[src/rtl/pause_gate_pkg.sv]
package pause_gate_pkg;

    typedef enum logic {
        GATE_RUN  = 1'b0,
        GATE_HOLD = 1'b1
    } gate_state_e;

    typedef struct packed {
        logic sck;
        logic cs_n;
        logic hold_n;
        logic si;
    } pin_bus_t;

    localparam int PIN_W = $bits(pin_bus_t);

    localparam pin_bus_t PIN_IDLE = '{sck: 1'b0, cs_n: 1'b1, hold_n: 1'b1, si: 1'b0};

    function automatic pin_bus_t make_pins(input logic sck, input logic cs_n,
                                           input logic hold_n, input logic si);
        pin_bus_t p;
        p.sck    = sck;
        p.cs_n   = cs_n;
        p.hold_n = hold_n;
        p.si     = si;
        return p;
    endfunction

endpackage

[src/rtl/pause_gate_sync.sv]
module pause_gate_sync
    import pause_gate_pkg::*;
#(
    parameter int STAGES = 2
) (
    input  logic     clk,
    input  logic     rst,
    input  pin_bus_t raw_i,
    output pin_bus_t synced_o
);
    logic [PIN_W-1:0] stage_q [STAGES];

    for (genvar g = 0; g < STAGES; g++) begin : g_stage
        if (g == 0) begin : g_first
            always_ff @(posedge clk) begin
                if (rst) stage_q[g] <= PIN_IDLE;
                else     stage_q[g] <= raw_i;
            end
        end else begin : g_next
            always_ff @(posedge clk) begin
                if (rst) stage_q[g] <= PIN_IDLE;
                else     stage_q[g] <= stage_q[g-1];
            end
        end
    end

    assign synced_o = pin_bus_t'(stage_q[STAGES-1]);
endmodule

[src/rtl/pause_gate_edge.sv]
module pause_gate_edge (
    input  logic clk,
    input  logic rst,
    input  logic lvl_i,
    output logic rise_o,
    output logic fall_o
);
    logic lvl_q;

    always_ff @(posedge clk) begin
        if (rst) lvl_q <= 1'b0;
        else     lvl_q <= lvl_i;
    end

    assign rise_o = lvl_i & ~lvl_q;
    assign fall_o = ~lvl_i & lvl_q;
endmodule

[src/rtl/pause_gate_fsm.sv]
module pause_gate_fsm
    import pause_gate_pkg::*;
(
    input  logic        clk,
    input  logic        rst,
    input  logic        sel_i,
    input  logic        sck_i,
    input  logic        hold_n_i,
    output gate_state_e state_o
);
    gate_state_e state_q, state_d;

    always_comb begin
        state_d = state_q;
        if (!sel_i) begin
            state_d = GATE_RUN;
        end else begin
            unique case (state_q)
                GATE_RUN:  if (!hold_n_i && !sck_i) state_d = GATE_HOLD;
                GATE_HOLD: if (hold_n_i && !sck_i)  state_d = GATE_RUN;
                default:   state_d = GATE_RUN;
            endcase
        end
    end

    always_ff @(posedge clk) begin
        if (rst) state_q <= GATE_RUN;
        else     state_q <= state_d;
    end

    assign state_o = state_q;
endmodule

[src/rtl/pause_gate_bitpos.sv]
module pause_gate_bitpos #(
    parameter int FRAME_BITS = 8,
    parameter int POS_W      = $clog2(FRAME_BITS)
) (
    input  logic             clk,
    input  logic             rst,
    input  logic             sel_i,
    input  logic             step_i,
    output logic [POS_W-1:0] pos_o,
    output logic             wrap_o
);
    localparam logic [POS_W-1:0] LAST_POS = POS_W'(FRAME_BITS - 1);

    logic [POS_W-1:0] pos_q;

    always_ff @(posedge clk) begin
        if (rst || !sel_i) begin
            pos_q <= '0;
        end else if (step_i) begin
            pos_q <= (pos_q == LAST_POS) ? '0 : pos_q + 1'b1;
        end
    end

    assign pos_o  = pos_q;
    assign wrap_o = step_i && (pos_q == LAST_POS);
endmodule

[src/rtl/pause_gate.sv]
module pause_gate
    import pause_gate_pkg::*;
#(
    parameter int SYNC_STAGES = 2,
    parameter int FRAME_BITS  = 8,
    parameter int POS_W       = $clog2(FRAME_BITS)
) (
    input  logic             clk,
    input  logic             rst,
    input  logic             sck_i,
    input  logic             cs_n_i,
    input  logic             hold_n_i,
    input  logic             si_i,
    output logic             rise_en_o,
    output logic             fall_en_o,
    output logic             sample_o,
    output logic             so_oe_o,
    output logic             paused_o,
    output logic [POS_W-1:0] bit_pos_o,
    output logic             word_done_o
);
    pin_bus_t    s_pins;
    gate_state_e gate_state;
    logic        sel;
    logic        running;
    logic        sck_rise;
    logic        sck_fall;

    pause_gate_sync #(.STAGES(SYNC_STAGES)) u_sync (
        .clk      (clk),
        .rst      (rst),
        .raw_i    (make_pins(sck_i, cs_n_i, hold_n_i, si_i)),
        .synced_o (s_pins)
    );

    assign sel = ~s_pins.cs_n;

    pause_gate_edge u_edge (
        .clk    (clk),
        .rst    (rst),
        .lvl_i  (s_pins.sck),
        .rise_o (sck_rise),
        .fall_o (sck_fall)
    );

    pause_gate_fsm u_fsm (
        .clk      (clk),
        .rst      (rst),
        .sel_i    (sel),
        .sck_i    (s_pins.sck),
        .hold_n_i (s_pins.hold_n),
        .state_o  (gate_state)
    );

    assign running   = sel && (gate_state == GATE_RUN);
    assign rise_en_o = sck_rise && running;
    assign fall_en_o = sck_fall && running;
    assign sample_o  = s_pins.si;
    assign so_oe_o   = running;
    assign paused_o  = (gate_state == GATE_HOLD);

    pause_gate_bitpos #(.FRAME_BITS(FRAME_BITS), .POS_W(POS_W)) u_pos (
        .clk    (clk),
        .rst    (rst),
        .sel_i  (sel),
        .step_i (rise_en_o),
        .pos_o  (bit_pos_o),
        .wrap_o (word_done_o)
    );
endmodule

[config.mk]
export PLATFORM = sky130hd
export DESIGN_NAME = pause_gate
export DESIGN_NICKNAME = d
export VERILOG_FILES = /design/src/rtl/pause_gate_pkg.sv /design/src/rtl/pause_gate_sync.sv /design/src/rtl/pause_gate_edge.sv /design/src/rtl/pause_gate_fsm.sv /design/src/rtl/pause_gate_bitpos.sv /design/src/rtl/pause_gate.sv
export SDC_FILE = /design/constraint.sdc
export NUM_CORES = 1
export LEC_CHECK = 0
export BUFFER_PORTS_ARGS = -buffer_cell sky130_fd_sc_hd__buf_2
export CAP_MARGIN = 20
export CORE_AREA = 3 3 40 42
export CTS_CLUSTER_DIAMETER = 80
export CTS_CLUSTER_SIZE = 8
export DETAILED_ROUTE_END_ITERATION = 6
export DIE_AREA = 0 0 43 45
export PLACE_DENSITY_LB_ADDON = 0.15
export REMOVE_ABC_BUFFERS = 1
export SLEW_MARGIN = 20
export SYNTH_ARGS = -nofsm -noshare
export SYNTH_HDL_FRONTEND = slang
export SYNTH_HIERARCHICAL = 1
export SYNTH_SLANG_ARGS = --single-unit
[constraint.sdc]
create_clock -name clk -period 3.1 [get_ports clk]
set_clock_uncertainty 0.2 [all_clocks]
set_input_delay 0.31 -clock clk [delete_from_list [all_inputs] [get_ports clk]]
set_output_delay 0.31 -clock clk [all_outputs]
set_load 0.005 [all_outputs]
==> out/qor.txt <==
post_cts resized: 0
first-pass GRT wire length: 1180 um
worst reg2reg path endpoint: u_pos/pos_o[0]$_SDFFE_PP0P_
r2r startpoint: u_sync/stage_q[1][3]$_SDFF_PP0_
flops & latches, synth: 13
register area share after synthesis: 55.3%
Pwr Total: 0.292 mW
WP depth: 4
starting density of the core: 36.6%
R2R Setup Slk: 1.26 ns
ANT cells: 0
cell taking the most area after synthesis: dfxtp_1
post-CTS setup buffers: 0
DR WL/cell: 9.27 um
Nets: 73
Final Util: 47.2%
worst path bufs/invs: 1
FFs w/ async S/R, synth: 0%
H-tree depth: 1
CTS Root Cell: clkbuf_4
Slew Limit Fails: 0
FF-to-FF path depth: 4
Worst Setup EP: word_done_o
Worst-Skew Late Latency: 0.27 ns
Max FO, Critical Path: 7
largest cells by area after synthesis: dfxtp_1, nor2b_1, or2_1
actual slew at the worst max-slew pin: 0.643 ns
number of flops mapped to enable cells by yosys: 0
initial antenna violation count: 0
drt total wl: 732 um
clock sinks: 13
vias in the first global route: 309
via count: 337
via/cell ratio: 4.27
slowest stage cell, crit path: nor3b_1
Vert. Die Dim: 45 um
Yosys Warn Count: 6
grt total ovfl: 0
core area: 1280 um2
CP startpoint kind: register
pin count of the biggest net entering global routing: 12
Routed Antenna Nets: 0
Max stage delay on crit path: 0.55 ns
chip width: 43 um
hold_buf cts: 2
synthesized area per cell: 10.7 um2
WS Path Type: reg -> out
commonest non-fill, non-tap cell in the layout: buf_2
max-cap violations: 0
Post-route DRC: 0
RSZ-0062 raised after global routing: no
critical path capture point type: output pin
CTS tree: built
slew margin rel.: 57.1%
VDD IR-drop max: 0.000248 V
CP required: 2.59 ns
Final Hold Vio Count: 0
die area: 1940 um2
post-route clock period utilization: 69.4%
CTS max path bufs: 2
Max Clk Rate: 0.465 GHz
Tot GR Track Use: 8.79%
crit path from: u_sync/stage_q[1][3]$_SDFF_PP0_
First DRT Iteration DRCs: 3
CTS buffer count: 3
Setup-failing EPs final: 0
worst hold path type: in -> reg
Top delay family on crit path: simple AND/OR/NAND/NOR gates
setup_tns: 0 ns
critical-path cell list: nor2b_1 -> nor3b_1 -> and2_1 -> buf_2
run status: completed
count of different cell masters after synthesis: 15
Post-Syn Instances: 44
Initial DRT Pass Iterations: 4
Top FF cell, synth: dfxtp_1
row cnt: 13
PortBufs: 14
mapped cell area: 470 um2
IO Count: 15
most frequent cells in the layout: buf_2, dfxtp_1, nor2b_1
Crit path arrival time: 1.64 ns
PwrDens: 481 nW/um2
Yosys top cell area share: 55.3%
leakage power: 0.275 nW
Area Overhead vs Synth: 29.0%
layout cell share with drive strength beyond 1: 31.3%
placer congestion estimate: 0.719
min Tclk post-route: 2.15 ns
clock slew at reported path FFs: 0.08 ns
==> worst register-to-register path, cell delays in order (launching register included) <==
cell,delay [ns]
dfxtp_1,0.37
nor2b_1,0.13
nor3b_1,0.55
or3b_1,0.42
a21oi_2,0.11
==> routing by layer <==
layer	part of all wire (%)	global-route usage, %	vias to the layer above
met4	0	3.61	0
li1	-	-	181
met3	14	7.17	0
met5	0	0	-
met1	46	9.05	139
met2	40	13.2	17
==> cells in the mapped netlist, drive strengths merged, types with 2 or more instances <==
master and instances:
a21oi 3, dfxtp 13, ha 2, nand2b 4
nor2 2, nor2b 7, nor3b 2, or2 5
==> area by class of cell <==
cell class	count	area, um2
Inverter	1	3.75
Fill cell	130	678
Multi-Input combinational cell	30	206
Clock inverter	1	5.00
Clock buffer	3	22.5
Timing Repair Buffer	16	90.1
Sequential cell	13	260
Tap cell	15	18.8
==> power breakdown <==
group / leakage, nW / total (mW) / switching, mW / internal [mW]
clock: 0.0177 / 0.104 / 0.0562 / 0.0478
combinational: 0.151 / 0.0142 / 0.00532 / 0.00892
sequential: 0.107 / 0.174 / 0.00181 / 0.172
total: 0.275 / 0.292 / 0.0633 / 0.229
==> worst min path at each step <==
stage,slack (ns),start,to,cells past startpoint
finish,0.04,si_i,u_sync/stage_q[0][0]$_SDFF_PP0_,2
global route,0.05,sck_i,u_sync/stage_q[0][3]$_SDFF_PP0_,2
CTS,0.03,sck_i,u_sync/stage_q[0][3]$_SDFF_PP0_,2
detailed placement,0.19,u_sync/stage_q[0][2]$_SDFF_PP1_,u_sync/stage_q[1][2]$_SDFF_PP1_,1
global placement,0.19,u_sync/stage_q[0][1]$_SDFF_PP1_,u_sync/stage_q[1][1]$_SDFF_PP1_,1
floorplan,0.18,rst,u_edge/lvl_q$_SDFF_PP0_,1
==> cell families after synthesis <==
logic type	after synthesis	share of synthesized area, %
AOI/OAI and AO/OA	3	4.79
adders and majority gates	2	5.32
buffers and inverters	1	0.797
DFF	13	55.3
muxes	1	2.13
and+or+nand+nor	24	31.6
==> state kept, by name (all words and copies together) (netlist names), named ones only <==
register        cells
u_edge/lvl_q        1
u_pos/pos_o         3
u_sync/stage_q      8
==> per-stage QoR <==
stage / instances / area (um2) / setup WS (ns) / hold WS [ns]
finish: 79 / 607 / 0.947 / 0.0412
global route: 79 / 607 / 0.688 / 0.0454
CTS: 79 / 607 / 0.918 / 0.0308
detailed placement: 73 / 559 / 1.24 / 0.191
global placement: 73 / 559 / 1.28 / 0.187
floorplan: 44 / 470 / 1.36 / 0.182
Power figures use the tool's default switching activity.
